**config.mk**
```make
export PLATFORM = sky130hd
export DESIGN_NAME = dma_pingpong_rx
export DESIGN_NICKNAME = d
export VERILOG_FILES = /design/src/rtl/dma_pp_pkg.sv /design/src/rtl/pp_buf_ram.sv /design/src/rtl/pp_fill_ctl.sv /design/src/rtl/pp_flush_ctl.sv /design/src/rtl/dma_pingpong_rx.sv
export SDC_FILE = /design/constraint.sdc
export NUM_CORES = 1
export LEC_CHECK = 0
export BUFFER_PORTS_ARGS = -buffer_cell sky130_fd_sc_hd__buf_4
export CELL_PAD_IN_SITES_DETAIL_PLACEMENT = 1
export CELL_PAD_IN_SITES_GLOBAL_PLACEMENT = 2
export CORE_UTILIZATION = 37
export DETAILED_ROUTE_END_ITERATION = 12
export PLACE_DENSITY = 0.65
export SLEW_MARGIN = 20
export SYNTH_ARGS = -nofsm -noshare
export SYNTH_HDL_FRONTEND = slang
export SYNTH_SLANG_ARGS = --single-unit
```
**constraint.sdc**
```tcl
create_clock -name clk -period 3.2 [get_ports clk]
set_input_delay 0.64 -clock clk [delete_from_list [all_inputs] [get_ports clk]]
set_output_delay 0.64 -clock clk [all_outputs]
set_load 0.01 [all_outputs]
```
**src/rtl/dma_pp_pkg.sv**
```systemverilog
package dma_pp_pkg;
  typedef enum logic {
    FL_IDLE = 1'b0,
    FL_RUN  = 1'b1
  } fl_state_t;
endpackage

```
**src/rtl/pp_buf_ram.sv**
```systemverilog
module pp_buf_ram #(
  parameter int WORDS = 16,
  localparam int IW = $clog2(WORDS)
) (
  input  logic          clk,
  input  logic          we,
  input  logic          hi_lane,
  input  logic [IW-1:0] waddr,
  input  logic [7:0]    wbyte,
  input  logic [IW-1:0] raddr,
  output logic [15:0]   rdata
);
  logic [15:0] mem [WORDS];

  always_ff @(posedge clk) begin
    if (we && hi_lane)  mem[waddr][15:8] <= wbyte;
    if (we && !hi_lane) mem[waddr][7:0]  <= wbyte;
    rdata <= mem[raddr];
  end
endmodule

```
**src/rtl/pp_fill_ctl.sv**
```systemverilog
module pp_fill_ctl #(
  parameter int BUF_BYTES = 16,
  parameter int CW = 16,
  localparam int WPB = BUF_BYTES / 2,
  localparam int WIW = $clog2(WPB),
  localparam int PW  = $clog2(BUF_BYTES) + 1
) (
  input  logic          clk,
  input  logic          rst,
  input  logic          dir_clr,
  input  logic          drq,
  input  logic          src_fdc,
  input  logic [7:0]    data,
  input  logic [CW-1:0] byte_count,
  output logic          cnt_dec,
  output logic          ram_we,
  output logic          ram_hi,
  output logic [WIW:0]  ram_waddr,
  output logic [7:0]    ram_wbyte,
  input  logic          clr_valid,
  input  logic          clr_idx,
  input  logic          clr_pos,
  output logic [1:0]    full,
  output logic          act,
  output logic          fill_evt,
  output logic          ovr_err
);
  localparam logic [PW-1:0] FULLP = PW'(BUF_BYTES);
  localparam logic [PW-1:0] LASTP = PW'(BUF_BYTES - 1);

  logic [PW-1:0] pos;
  logic          take;
  logic          store;

  assign take      = drq && src_fdc && (byte_count != '0);
  assign store     = take && (pos < FULLP);
  assign cnt_dec   = take;
  assign ram_we    = store;
  assign ram_hi    = ~pos[0];
  assign ram_waddr = {act, pos[WIW:1]};
  assign ram_wbyte = data;
  assign fill_evt  = store && (pos == LASTP);

  always_ff @(posedge clk) begin
    if (rst || dir_clr) begin
      pos     <= '0;
      act     <= 1'b0;
      full    <= 2'b00;
      ovr_err <= 1'b0;
    end else begin
      if (clr_valid) full[clr_idx] <= 1'b0;
      if (clr_pos)   pos <= '0;
      if (store) begin
        if (pos == LASTP) begin
          full[act] <= 1'b1;
          if (!full[~act]) begin
            act <= ~act;
            pos <= '0;
          end else begin
            ovr_err <= 1'b1;
            pos     <= pos + PW'(1);
          end
        end else begin
          pos <= pos + PW'(1);
        end
      end
    end
  end

  // overrun flag holds until cleared
  a_r4_err_sticky: assert property (@(posedge clk) disable iff (rst)
    (ovr_err && !dir_clr) |=> ovr_err);
  // completing a buffer while the other is full raises the flag
  a_r4_err_on_double: assert property (@(posedge clk) disable iff (rst)
    (fill_evt && full[~act] && !clr_valid && !dir_clr) |=> ovr_err);
  // position never passes one buffer length
  a_r3_pos_bound: assert property (@(posedge clk) disable iff (rst)
    pos <= FULLP);
  // clear leaves both buffers empty
  a_r10_clear_empty: assert property (@(posedge clk) disable iff (rst)
    dir_clr |=> (full == 2'b00 && !ovr_err));
endmodule

```
**src/rtl/pp_flush_ctl.sv**
```systemverilog
module pp_flush_ctl
  import dma_pp_pkg::*;
#(
  parameter int BUF_BYTES = 16,
  parameter int AW = 24,
  parameter int MEM_BYTES = 1 << 20,
  localparam int WPB = BUF_BYTES / 2,
  localparam int WIW = $clog2(WPB),
  localparam int WW  = $clog2(2 * WPB + 1)
) (
  input  logic          clk,
  input  logic          rst,
  input  logic          bus_grant,
  input  logic          fill_evt,
  input  logic [1:0]    full,
  input  logic          act,
  input  logic          addr_ld,
  input  logic [AW-1:0] addr_ld_val,
  output logic          bus_req,
  output logic [WIW:0]  ram_raddr,
  input  logic [15:0]   ram_rdata,
  output logic          mem_we,
  output logic [AW-1:0] mem_addr,
  output logic [15:0]   mem_wdata,
  output logic          xfer_done,
  output logic [WW-1:0] xfer_words,
  output logic          clr_valid,
  output logic          clr_idx,
  output logic          clr_pos,
  output logic [AW-1:0] cur_addr
);
  localparam logic [WIW-1:0] KLAST = WIW'(WPB - 1);

  fl_state_t    st;
  logic         buf_sel;
  logic         phase;
  logic [WIW-1:0] k;
  logic         last;
  logic         in_range;

  assign last      = (st == FL_RUN) && (k == KLAST);
  assign clr_valid = last;
  assign clr_idx   = buf_sel;
  assign clr_pos   = last && phase;
  assign ram_raddr = {buf_sel, k};
  assign mem_wdata = ram_rdata;
  assign in_range  = 32'(cur_addr) < MEM_BYTES;

  always_ff @(posedge clk) begin
    if (rst) begin
      st         <= FL_IDLE;
      buf_sel    <= 1'b0;
      phase      <= 1'b0;
      k          <= '0;
      bus_req    <= 1'b0;
      mem_we     <= 1'b0;
      mem_addr   <= '0;
      xfer_done  <= 1'b0;
      xfer_words <= '0;
      cur_addr   <= '0;
    end else begin
      bus_req   <= fill_evt || (bus_req && !bus_grant);
      mem_we    <= 1'b0;
      xfer_done <= 1'b0;
      if (st == FL_RUN) begin
        mem_we   <= in_range;
        mem_addr <= cur_addr;
        cur_addr <= cur_addr + AW'(2);
        k        <= k + WIW'(1);
        if (k == KLAST) begin
          if (!phase && full[act] && (act != buf_sel)) begin
            buf_sel <= act;
            phase   <= 1'b1;
            k       <= '0;
          end else begin
            st         <= FL_IDLE;
            xfer_done  <= 1'b1;
            xfer_words <= phase ? WW'(2 * WPB) : WW'(WPB);
          end
        end
      end else if (bus_grant) begin
        if (full[~act]) begin
          st      <= FL_RUN;
          buf_sel <= ~act;
          phase   <= 1'b0;
          k       <= '0;
        end else begin
          xfer_done  <= 1'b1;
          xfer_words <= '0;
        end
      end
      if (addr_ld) cur_addr <= {addr_ld_val[AW-1:1], 1'b0};
    end
  end

  // request drops after a grant unless a buffer just filled
  a_r5_req_drop: assert property (@(posedge clk) disable iff (rst)
    (bus_grant && !fill_evt) |=> !bus_req);
  // a newly full buffer requests the bus
  a_r5_req_rise: assert property (@(posedge clk) disable iff (rst)
    fill_evt |=> bus_req);
  // address steps by one word per written slot
  a_r8_addr_step: assert property (@(posedge clk) disable iff (rst)
    (st == FL_RUN && !addr_ld) |=> cur_addr == $past(cur_addr) + AW'(2));
  // no write lands outside memory
  a_r9_in_range: assert property (@(posedge clk) disable iff (rst)
    mem_we |-> 32'(mem_addr) < MEM_BYTES);
  // reported count is 0, one buffer or two
  a_r7_count_legal: assert property (@(posedge clk) disable iff (rst)
    xfer_done |-> (xfer_words == '0 || xfer_words == WW'(WPB) || xfer_words == WW'(2 * WPB)));
endmodule

```
**src/rtl/dma_pingpong_rx.sv**
```systemverilog
module dma_pingpong_rx #(
  parameter int BUF_BYTES = 16,
  parameter int AW = 24,
  parameter int CW = 16,
  parameter int MEM_BYTES = 1 << 20,
  localparam int WPB = BUF_BYTES / 2,
  localparam int WIW = $clog2(WPB),
  localparam int WW  = $clog2(2 * WPB + 1)
) (
  input  logic          clk,
  input  logic          rst,
  input  logic          dir_clr,
  input  logic          drq,
  input  logic          src_fdc,
  input  logic [7:0]    fdc_data,
  input  logic [CW-1:0] byte_count,
  output logic          cnt_dec,
  input  logic          addr_ld,
  input  logic [AW-1:0] addr_ld_val,
  output logic [AW-1:0] cur_addr,
  output logic          bus_req,
  input  logic          bus_grant,
  output logic          mem_we,
  output logic [AW-1:0] mem_addr,
  output logic [15:0]   mem_wdata,
  output logic          xfer_done,
  output logic [WW-1:0] xfer_words,
  output logic          ovr_err
);
  logic         ram_we, ram_hi;
  logic [WIW:0] ram_waddr, ram_raddr;
  logic [7:0]   ram_wbyte;
  logic [15:0]  ram_rdata;
  logic         clr_valid, clr_idx, clr_pos;
  logic [1:0]   full;
  logic         act, fill_evt;

  pp_buf_ram #(.WORDS(2 * WPB)) u_ram (
    .clk(clk), .we(ram_we), .hi_lane(ram_hi), .waddr(ram_waddr),
    .wbyte(ram_wbyte), .raddr(ram_raddr), .rdata(ram_rdata)
  );

  pp_fill_ctl #(.BUF_BYTES(BUF_BYTES), .CW(CW)) u_fill (
    .clk(clk), .rst(rst), .dir_clr(dir_clr), .drq(drq), .src_fdc(src_fdc),
    .data(fdc_data), .byte_count(byte_count), .cnt_dec(cnt_dec),
    .ram_we(ram_we), .ram_hi(ram_hi), .ram_waddr(ram_waddr), .ram_wbyte(ram_wbyte),
    .clr_valid(clr_valid), .clr_idx(clr_idx), .clr_pos(clr_pos),
    .full(full), .act(act), .fill_evt(fill_evt), .ovr_err(ovr_err)
  );

  pp_flush_ctl #(.BUF_BYTES(BUF_BYTES), .AW(AW), .MEM_BYTES(MEM_BYTES)) u_flush (
    .clk(clk), .rst(rst), .bus_grant(bus_grant), .fill_evt(fill_evt),
    .full(full), .act(act), .addr_ld(addr_ld), .addr_ld_val(addr_ld_val),
    .bus_req(bus_req), .ram_raddr(ram_raddr), .ram_rdata(ram_rdata),
    .mem_we(mem_we), .mem_addr(mem_addr), .mem_wdata(mem_wdata),
    .xfer_done(xfer_done), .xfer_words(xfer_words),
    .clr_valid(clr_valid), .clr_idx(clr_idx), .clr_pos(clr_pos),
    .cur_addr(cur_addr)
  );
endmodule

```
== Word-level counts from Yosys, hierarchy flattened ==
Memory sizes are Yosys's and may differ from the RTL's. A register that Yosys moved wholly into a read port is not among the register bits.
Index checks and enable logic that the tools add are counted.

* Add/subtract/negate cells: 3
* Magnitude comparators: 7
* Equality and inequality tests: 7
* Mux-type cells: 53
* Bitwise gates (word level): 7
* Reduce and logical (&&, ||, !) cells: 29

{| class="wikitable"
|+ Operators by type and width
! kind !! count
|-
| 2-to-1 mux 5 bit || 10
|-
| 2-to-1 mux 24 bit || 2
|-
| 2-to-1 mux 1 bit || 30
|-
| adder 24 x 2 -> 24 bit (second input constant) || 1
|-
| < comparator 24 x 21 -> 1 bit (second input constant) || 1
|-
| nonzero test 16 bit || 1
|-
| 2-to-1 mux 3 bit || 5
|-
| logical AND 1 bit || 13
|-
| 2-to-1 mux 2 bit || 4
|-
| AND reduction 4 bit || 2
|-
| nonzero test 2 bit || 4
|-
| < comparator 1 x 2 -> 1 bit (second input constant) || 3
|-
| inequality test 2 bit (second input constant) || 3
|-
| AND reduction 3 bit || 2
|-
| adder 5 x 1 -> 5 bit (second input constant) || 1
|-
| equality test 5 x 4 -> 1 bit (second input constant) || 1
|-
| < comparator 5 bit (second input constant) || 1
|-
| NOT 1 bit || 4
|-
| OR reduction 2 bit || 2
|-
| adder 3 x 1 -> 3 bit (second input constant) || 1
|-
| equality test 3 bit (second input constant) || 1
|-
| AND 2 bit || 1
|-
| demux 1 bit (select 1 bit) || 2
|-
| greater-or-equal comparator 1 bit (second input constant) || 2
|-
| 7 further kinds || 9
|}

* Flip-flop bits (word level): 71
* RAM bits: 256
* Output and inout bits: 74
* Logic and storage cells: 122
* Memories: 1

{| class="wikitable"
|+ Memory list
! name !! depth !! width !! read ports !! clocked after memory_dff !! write ports !! RTL line !! text
|-
| u_ram.mem || 16 || 16 || 1 || 1 || 1 || pp_buf_ram.sv:13 || <nowiki>logic [15:0] mem [WORDS];</nowiki>
|}

== Depth between registers and ports, before layout ==
Gate-level depths: netlist of run 1.

* Depth after elaboration: 11
* Gate-level depth with buffers: 6

== Cells and area by module ==
From an unflattened synthesis of run 1, not the netlist that was laid out.

* Cells, all modules: 845
* Area, all modules: 13555.5 sq um

{| class="wikitable"
|+ Modules (own cells, without submodules)
! module !! times used !! cells an instance !! area each (sq um) !! sequential area each (sq um)
|-
| pp_buf_ram || 1 || 460 || 10174.8 || 8007.7
|-
| pp_flush_ctl || 1 || 314 || 2785.2 || 1141.1
|-
| pp_fill_ctl || 1 || 71 || 595.6 || 180.2
|}

== Worst setup path after synthesis of run 1 ==
No wires, ideal clock.

* Path kind: input to register
* Start point: input byte_count[10]
* End point: memory u_ram.mem[0][10] (enable)
* Arrival time: 2132 ps
* Path slack: 685 ps
* Stages: 4
* Buffers on the path: 0
* Cells stage by stage: nor4_1 a41oi_2 or4b_1 nor3_1

* Cells in the longest elaborated chain, start to end: 6

{| class="wikitable"
|+ Ends and longest elaborated chain
! what !! RTL line !! text
|-
| start: declaration || dma_pingpong_rx.sv:16 || <nowiki>input logic [CW-1:0] byte_count,</nowiki>
|-
| nonzero test 16 bit || pp_fill_ctl.sv:35 || <nowiki>assign take = drq && src_fdc && (byte_count != '0);</nowiki>
|-
| logical AND 1 bit || pp_fill_ctl.sv:35 ||
|-
| logical AND 1 bit || pp_fill_ctl.sv:36 || <nowiki>assign store = take && (pos < FULLP);</nowiki>
|-
| logical AND 1 bit || pp_buf_ram.sv:16 || <nowiki>if (we && hi_lane) mem[waddr][15:8] <= wbyte;</nowiki>
|-
| 2-to-1 mux 1 bit || pp_buf_ram.sv:16 ||
|-
| 2-to-1 mux 1 bit (not written as such) || pp_buf_ram.sv:16 ||
|-
| end: declaration || pp_buf_ram.sv:13 ||
|}

No other way between the ends.

== Worst setup path in the final report of run 1 ==
* Start point: register u_fill.pos[4]
* End point: memory u_ram.mem[13][9] (enable)

* Cells in the longest elaborated chain, start to end: 5

{| class="wikitable"
|+ Ends and longest elaborated chain
! what !! RTL line !! text
|-
| start: declaration || pp_fill_ctl.sv:31 || <nowiki>logic [PW-1:0] pos;</nowiki>
|-
| start signal: assignment || pp_fill_ctl.sv:61 || <nowiki>pos <= pos + PW'(1);</nowiki>
|-
| start signal: assignment || pp_fill_ctl.sv:64 || <nowiki>pos <= pos + PW'(1);</nowiki>
|-
| < comparator 5 bit || pp_fill_ctl.sv:36 ||
|-
| logical AND 1 bit || pp_fill_ctl.sv:36 ||
|-
| logical AND 1 bit || pp_buf_ram.sv:16 ||
|-
| 2-to-1 mux 1 bit || pp_buf_ram.sv:16 ||
|-
| 2-to-1 mux 1 bit (not written as such) || pp_buf_ram.sv:16 ||
|}

No other way between the ends.

==> results of run 1 <==
layout by cell type (no fill, tap or decap), types with 7 or more instances in the layout:
cell type,n
edfxtp_1,256
buf_4,150
dfxtp_1,79
nor2_1,78
mux4_2,56
clkbuf_16,41
mux2i_1,28
mux4_1,24
nand2_1,19
nand3_1,15
nor3_1,14
inv_1,13
nand4_1,12
a211oi_1,12
o21ai_0,10
a21oi_1,8
bufinv_16,8
nor4_1,7
xor2_1,7
clkinv_1,7
state kept, by name, summed over array words and instances (netlist names), 2 cells and up:
name and flops:
u_fill.pos 5, u_flush.k 3, u_flush.xfer_words 2, u_ram.rdata 16, u_ram.mem 256, u_flush.cur_addr 23, u_flush.mem_addr 23, u_fill.full 2
power by group through the flow:
| stage | clock (uW) | combinational (uW) | sequential [uW] |
|---|---|---|---|
| 3_5_place_dp | 0 | 273 | 4870 |
| 5_1_grt | 4980 | 293 | 4780 |
| 3_3_place_gp | 0 | 262 | 4870 |
| 6_report | 4690 | 268 | 4780 |
| 4_1_cts | 4810 | 274 | 4780 |
| 2_1_floorplan | 0 | 92.5 | 4870 |
stage by stage:
| stage | std cells | setup WS, ns | hold slack, ns | power (uW) | utilization, % |
|---|---|---|---|---|---|
| 6_report | 1410 | 0.838 | 0.353 | 9740 | 45.6 |
| 2_1_floorplan | 774 | 0.685 | 0.458 | 4970 | - |
| 4_1_cts | 1410 | 0.763 | 0.335 | 9860 | 45.6 |
| 3_5_place_dp | 1341 | 0.446 | 0.471 | 5150 | 41.8 |
| 3_3_place_gp | 1341 | 0.488 | 0.457 | 5130 | 41.8 |
| 5_1_grt | 1410 | 0.649 | 0.358 | 10100 | 45.6 |
layout make-up:
class | count | area [um^2] | area share [%]
sequential | 338 | 9340 | 57.5
multi-input combinational | 377 | 3740 | 23.0
timing repair buffer | 152 | 1170 | 7.19
clock buffer | 46 | 1040 | 6.44
tap | 461 | 577 | 3.56
clock inverter | 23 | 314 | 1.94
inverter | 13 | 48.8 | 0.301
cell families after synthesis:
| logic type | count (synthesis) |
|---|---|
| flip-flops | 338 |
| AND/OR/NAND/NOR | 185 |
| multiplexers | 109 |
| AO/OA/AOI/OAI | 61 |
| buffers and inverters | 59 |
| XOR/XNOR | 13 |
| adder cells (fa/ha/maj) | 4 |
| other | 1 |
metal layers:
layer,wire (um),up-vias
met2,15500,191
met5,0,-
met3,1810,32
li1,-,3381
met4,525,0
met1,14100,3860
worst min-delay path: cells and delay by family:
family / cells / cell delay [ns]
mux: 1 / 0.05
buf+inv: 1 / 0.08
simple gates: 1 / 0.07
worst max path at each step:
stage	to	slack (ns)	cells after the start
global placement	u_ram.mem[13][3]$_DFFE_PP_	0.49	5
CTS	u_ram.mem[13][1]$_DFFE_PP_	0.76	4
global route	u_ram.mem[13][9]$_DFFE_PP_	0.65	4
finish	u_ram.mem[13][9]$_DFFE_PP_	0.84	4
floorplan	u_ram.mem[0][10]$_DFFE_PP_	0.68	4
detailed placement	u_ram.mem[13][3]$_DFFE_PP_	0.45	5
==> results.toml, run 1 <==
[worst_setup_path]
cp_slowest_stage_delay_ns = 0.77
rr_worst_depth = 4
cp_cell_sequence = "nand3b_1, a41oi_2, nand4b_1, nor2_1"
cp_top_family = "simple AND/OR/NAND/NOR gates"
crit_type = "flip-flop to flip-flop"
r2r_start = "u_fill.pos[4]$_SDFFE_PP0P_"
cp-start-kind = "flip-flop"
crit_path_start = "u_fill.pos[4]$_SDFFE_PP0P_"
cp-end-kind = "flip-flop"
worst-path-max-fanout = 8
crit_slowest_cell = "nor2_1"
cp.required_ns = 3.35
crit_arrival_ns = 2.51
critPathBufInv = 0
r2r_slack_ns = 0.84
reg2reg_to = "u_ram.mem[13][9]$_DFFE_PP_"

[yosys]
mappedNetlistArea_mm2 = 0.0134
syn_area_per_cell_um2 = 17.4
synth.yosys.seq_area_share_pct = 69.6
yosysWarnings = 0
synth_ff_type = "edfxtp_1"
yosys.area.top_type = "edfxtp_1"
async_flop_share_pct = 0
synth.most_common_cell = "edfxtp_1"
netlist.area_leader.share_pct = 57.4
post_synth_fa_ha_maj_area_fraction_pct = 0.374
synth_cells = 770
yosys-top-cells-area = "edfxtp_1 57%, dfxtp_1 12%, mux4_2 9.4%"
synthMuxAreaShare_pct = 16.3
synth_cell_type_count = 60
synthXorXnorAreaFrac_pct = 0.850
synthTopCellsByCount = "256 x edfxtp_1, 82 x dfxtp_1, 78 x nor2_1"
synth_seq_cells = 338
yosys.area_share.simple_pct = 6.87
synth_edf_count = 256
synth_compound_area_share_pct = 3.35
synth_top_family_by_area = "multiplexers"

[hold_path]
whs_path_depth = 3
min_from = "addr_ld_val[3]"
hold_path_end = "u_flush.cur_addr[3]$_SDFFE_PP0P_"
hold_class = "input pin to flip-flop"

[power_and_ir_drop]
power.net_switching_uw = 1910
power_density_mw_per_mm2 = 600
p_int_uw = 7830
swShare_pct = 19.7
clockPowerShare_pct = 48.2
comb_power_share_pct = 2.7
vdd_drop_max_mv = 0.390
power_leakage_uw = 0.00543
pwr-share-seq_pct = 49.1

[global_routing]
overflow = 0
track_usage_pct = 17.7
grt_pass1_wl_um = 48500
met2_usage_pct = 29.3
grt_util_met1_pct = 23.5
grt_pass1_vias = 8028
grt.met3_usage_pct = 4.18
grt-busiest-layer = "met2"
antenna_found_initial = 0
grt_max_degree = 65

[clock_tree]
post_cts_buffers = 0
cts_hold_buf = 0
clk_pin_slew_ns = 0.06
cts_resized = 0
cts.sinks = 338
clockBufferDepth = 3
cts_tree = "yes"
cts_buffers = 38
cts-root-buf = "clkbuf_16"
clock_latency_ns = 0.53
htree_levels = 2

[die]
dieArea_mm2 = 0.0370
chipWidth_um = 192
initial_utilization_pct = 37.7
die_h_um = 192
rows = 69
core_mm2 = 0.0356
pin_count = 129

[timing]
clock_skew_ns = 0.0123
slew_viol_final = 0
timing.fmax_mhz = 423
tightest_slew_ns = 0.913
timing.slew.headroom_pct = 38.9
setup_viol = 0
post-route-min-period_ns = 2.36
rsz0062_at_grt = "no"
hold_viol = 0
setup_tns_ns = 0
min_period_over_period_pct = 73.8

[detailed_routing]
wire_per_inst_um = 22.6
wl_um = 31900
ant_nets = 0
first_iter_violations = 395
firstDrtPassIters = 5
drc = 0
vias_per_cell = 5.29
vias = 7464

[outcome]
status = "complete, no violations"

[run]
maxCapViolCount = 0

[final_layout]
area.growth.synth_to_final_pct = 21.1
finalNetCount = 979
fill_cells = 3443
antenna_cells = 0
layout-drive-gt1-share_pct = 29.4
finalInstanceArea_mm2 = 0.0162

[place]
placed_cell_area_mm2 = 0.0149
gp_congestion = 0.761
port_buffers = 122
hpwl_um = 20600
Note: power is estimated with default switching activity, not from simulation.
==> run 2: changes to the inputs <==
- PLACE_DENSITY: 0.65 -> 0.68
- clock period: 3.2 -> 2.1 ns (I/O delays scaled with it)
==> results.toml, run 2 (synthesis results as in run 1) <==
[worst_setup_path]
r2r_slack_ns = -0.04
r2r_start = "u_fill.pos[4]$_SDFFE_PP0P_"
cp.required_ns = 2.32
worst-path-max-fanout = 8
cp-end-kind = "flip-flop"
cp-start-kind = "flip-flop"
rr_worst_depth = 6
crit_arrival_ns = 2.36
crit_type = "flip-flop to flip-flop"
reg2reg_to = "u_ram.mem[0][8]$_DFFE_PP_"

[timing]
whs_ns = 0.138
setup_viol = 25
timing.slew.headroom_pct = 60.4
hold_viol = 0
tightest_slew_ns = 0.592
min_period_over_period_pct = 102
setup_tns_ns = -0.440
post-route-min-period_ns = 2.14
slew_viol_final = 0
timing.fmax_mhz = 468
clock_skew_ns = 0.0265
worst_slack_ns = -0.0371
rsz0062_at_grt = "yes"

[detailed_routing]
first_iter_violations = 441
wire_per_inst_um = 22.6
wl_um = 32900
firstDrtPassIters = 4
ant_nets = 0
vias_per_cell = 5.27
drc = 0
vias = 7676

[die]
die_h_um = 192
pin_count = 129
rows = 69
initial_utilization_pct = 37.7
chipWidth_um = 192
core_mm2 = 0.0356
dieArea_mm2 = 0.0370

[clock_tree]
clockBufferDepth = 3
cts.sinks = 338
clk_pin_slew_ns = 0.06
htree_levels = 2
clock_latency_ns = 0.54
cts_buffers = 37
cts_tree = "yes"
cts-root-buf = "clkbuf_16"

[global_routing]
grt_max_degree = 39
grt_pass1_vias = 8156
met2_usage_pct = 27.9
grt-busiest-layer = "met2"
antenna_found_initial = 2
grt.met3_usage_pct = 3.96
track_usage_pct = 18.2
grt_util_met1_pct = 26.3
overflow = 0
grt_pass1_wl_um = 49900

[outcome]
violations = "negative setup slack"
status = "finished, violations left"

[final_layout]
largest_reg_flops = 256
final_cell_mix = "256 x edfxtp_1, 169 x buf_4, 77 x dfxtp_1, 56 x mux4_2, 55 x nor2_1"
layout-drive-gt1-share_pct = 36.4
antenna_cells = 0
layout_commonest_cell = "edfxtp_1"
finalNetCount = 1026
fin_util_pct = 47.3
top_register = "u_ram.mem"
fill_cells = 3436
reg_top3 = "u_ram.mem: 256 flops, u_flush.cur_addr: 23 flops, u_flush.mem_addr: 23 flops"
area.growth.synth_to_final_pct = 25.7

[place]
hpwl_um = 21200
port_buffers = 122
gp_congestion = 0.735

[hold_path]
whs_path_depth = 3
hold_class = "input pin to flip-flop"
hold_path_end = "u_flush.cur_addr[3]$_SDFFE_PP0P_"
min_from = "addr_ld_val[3]"

[run]
maxCapViolCount = 0

[power_and_ir_drop]
power_leakage_uw = 0.00565
power_density_mw_per_mm2 = 852
vdd_drop_max_mv = 0.663
-- run 2: report_power, final --
part / leakage (uW) / switching [uW] / internal (uW)
sequential: 0.00298 / 46.8 / 7220
combinational: 0.00208 / 268 / 209
clock: 0.000590 / 2640 / 3970
total: 0.00565 / 2950 / 11400
-- run 2: layout make-up --
type	count	area, um^2	share of cell area [%]
sequential	338	9340	55.4
multi-input combinational	377	3960	23.5
timing repair buffer	200	1680	9.99
clock buffer	49	991	5.88
tap	461	577	3.43
clock inverter	18	248	1.47
inverter	13	48.8	0.290
-- run 2: how the worst max path moves through the flow --
| stage | startpoint | to | slack, ns | cells after the start |
|---|---|---|---|---|
| finish | u_fill.pos[4]$_SDFFE_PP0P_ | u_ram.mem[0][8]$_DFFE_PP_ | -0.04 | 6 |
| CTS | u_fill.pos[4]$_SDFFE_PP0P_ | u_ram.mem[13][8]$_DFFE_PP_ | -0.11 | 5 |
| global route | u_fill.pos[4]$_SDFFE_PP0P_ | u_ram.mem[0][8]$_DFFE_PP_ | -0.12 | 6 |
| floorplan | byte_count[10] | u_ram.mem[8][10]$_DFFE_PP_ | -0.09 | 4 |
| detailed placement | byte_count[13] | u_ram.mem[14][1]$_DFFE_PP_ | -0.36 | 7 |
| global placement | byte_count[13] | u_ram.mem[4][4]$_DFFE_PP_ | -0.32 | 7 |
-- run 2: layer usage --
| layer | vias to the layer above | share of wire (%) |
|---|---|---|
| met5 | - | 0 |
| met4 | 0 | 1.7 |
| met3 | 48 | 6.2 |
| met2 | 227 | 46 |
| met1 | 3928 | 46 |
| li1 | 3473 | - |
-- run 2: metrics by stage --
stage	instances	worst slack (ns)	area [um^2]	power (uW)
2_1_floorplan	774	-0.0947	13400	7570
3_5_place_dp	1380	-0.359	15200	7870
5_1_grt	1456	-0.118	16800	14800
6_report	1456	-0.0371	16800	14400
4_1_cts	1450	-0.109	16600	14500
3_3_place_gp	1380	-0.325	15200	7860
-- run 2: critical path, stage by stage, from the launching register on --
cell      delay, ns
dfxtp_2        0.32
nand3b_1       0.19
a41oi_4        0.31
buf_6          0.16
or4b_4         0.52
nor3_4         0.16
buf_6          0.17
-- run 2: timing repair --
item / CTS / global route
pin swaps: 1 / 3
hold endpoints to repair: 0 / 0
setup buffers: 3 / 6
hold buffers: 0 / 0
endpoints found under the setup margin: 211 / 233
resized for setup: 20 / 56
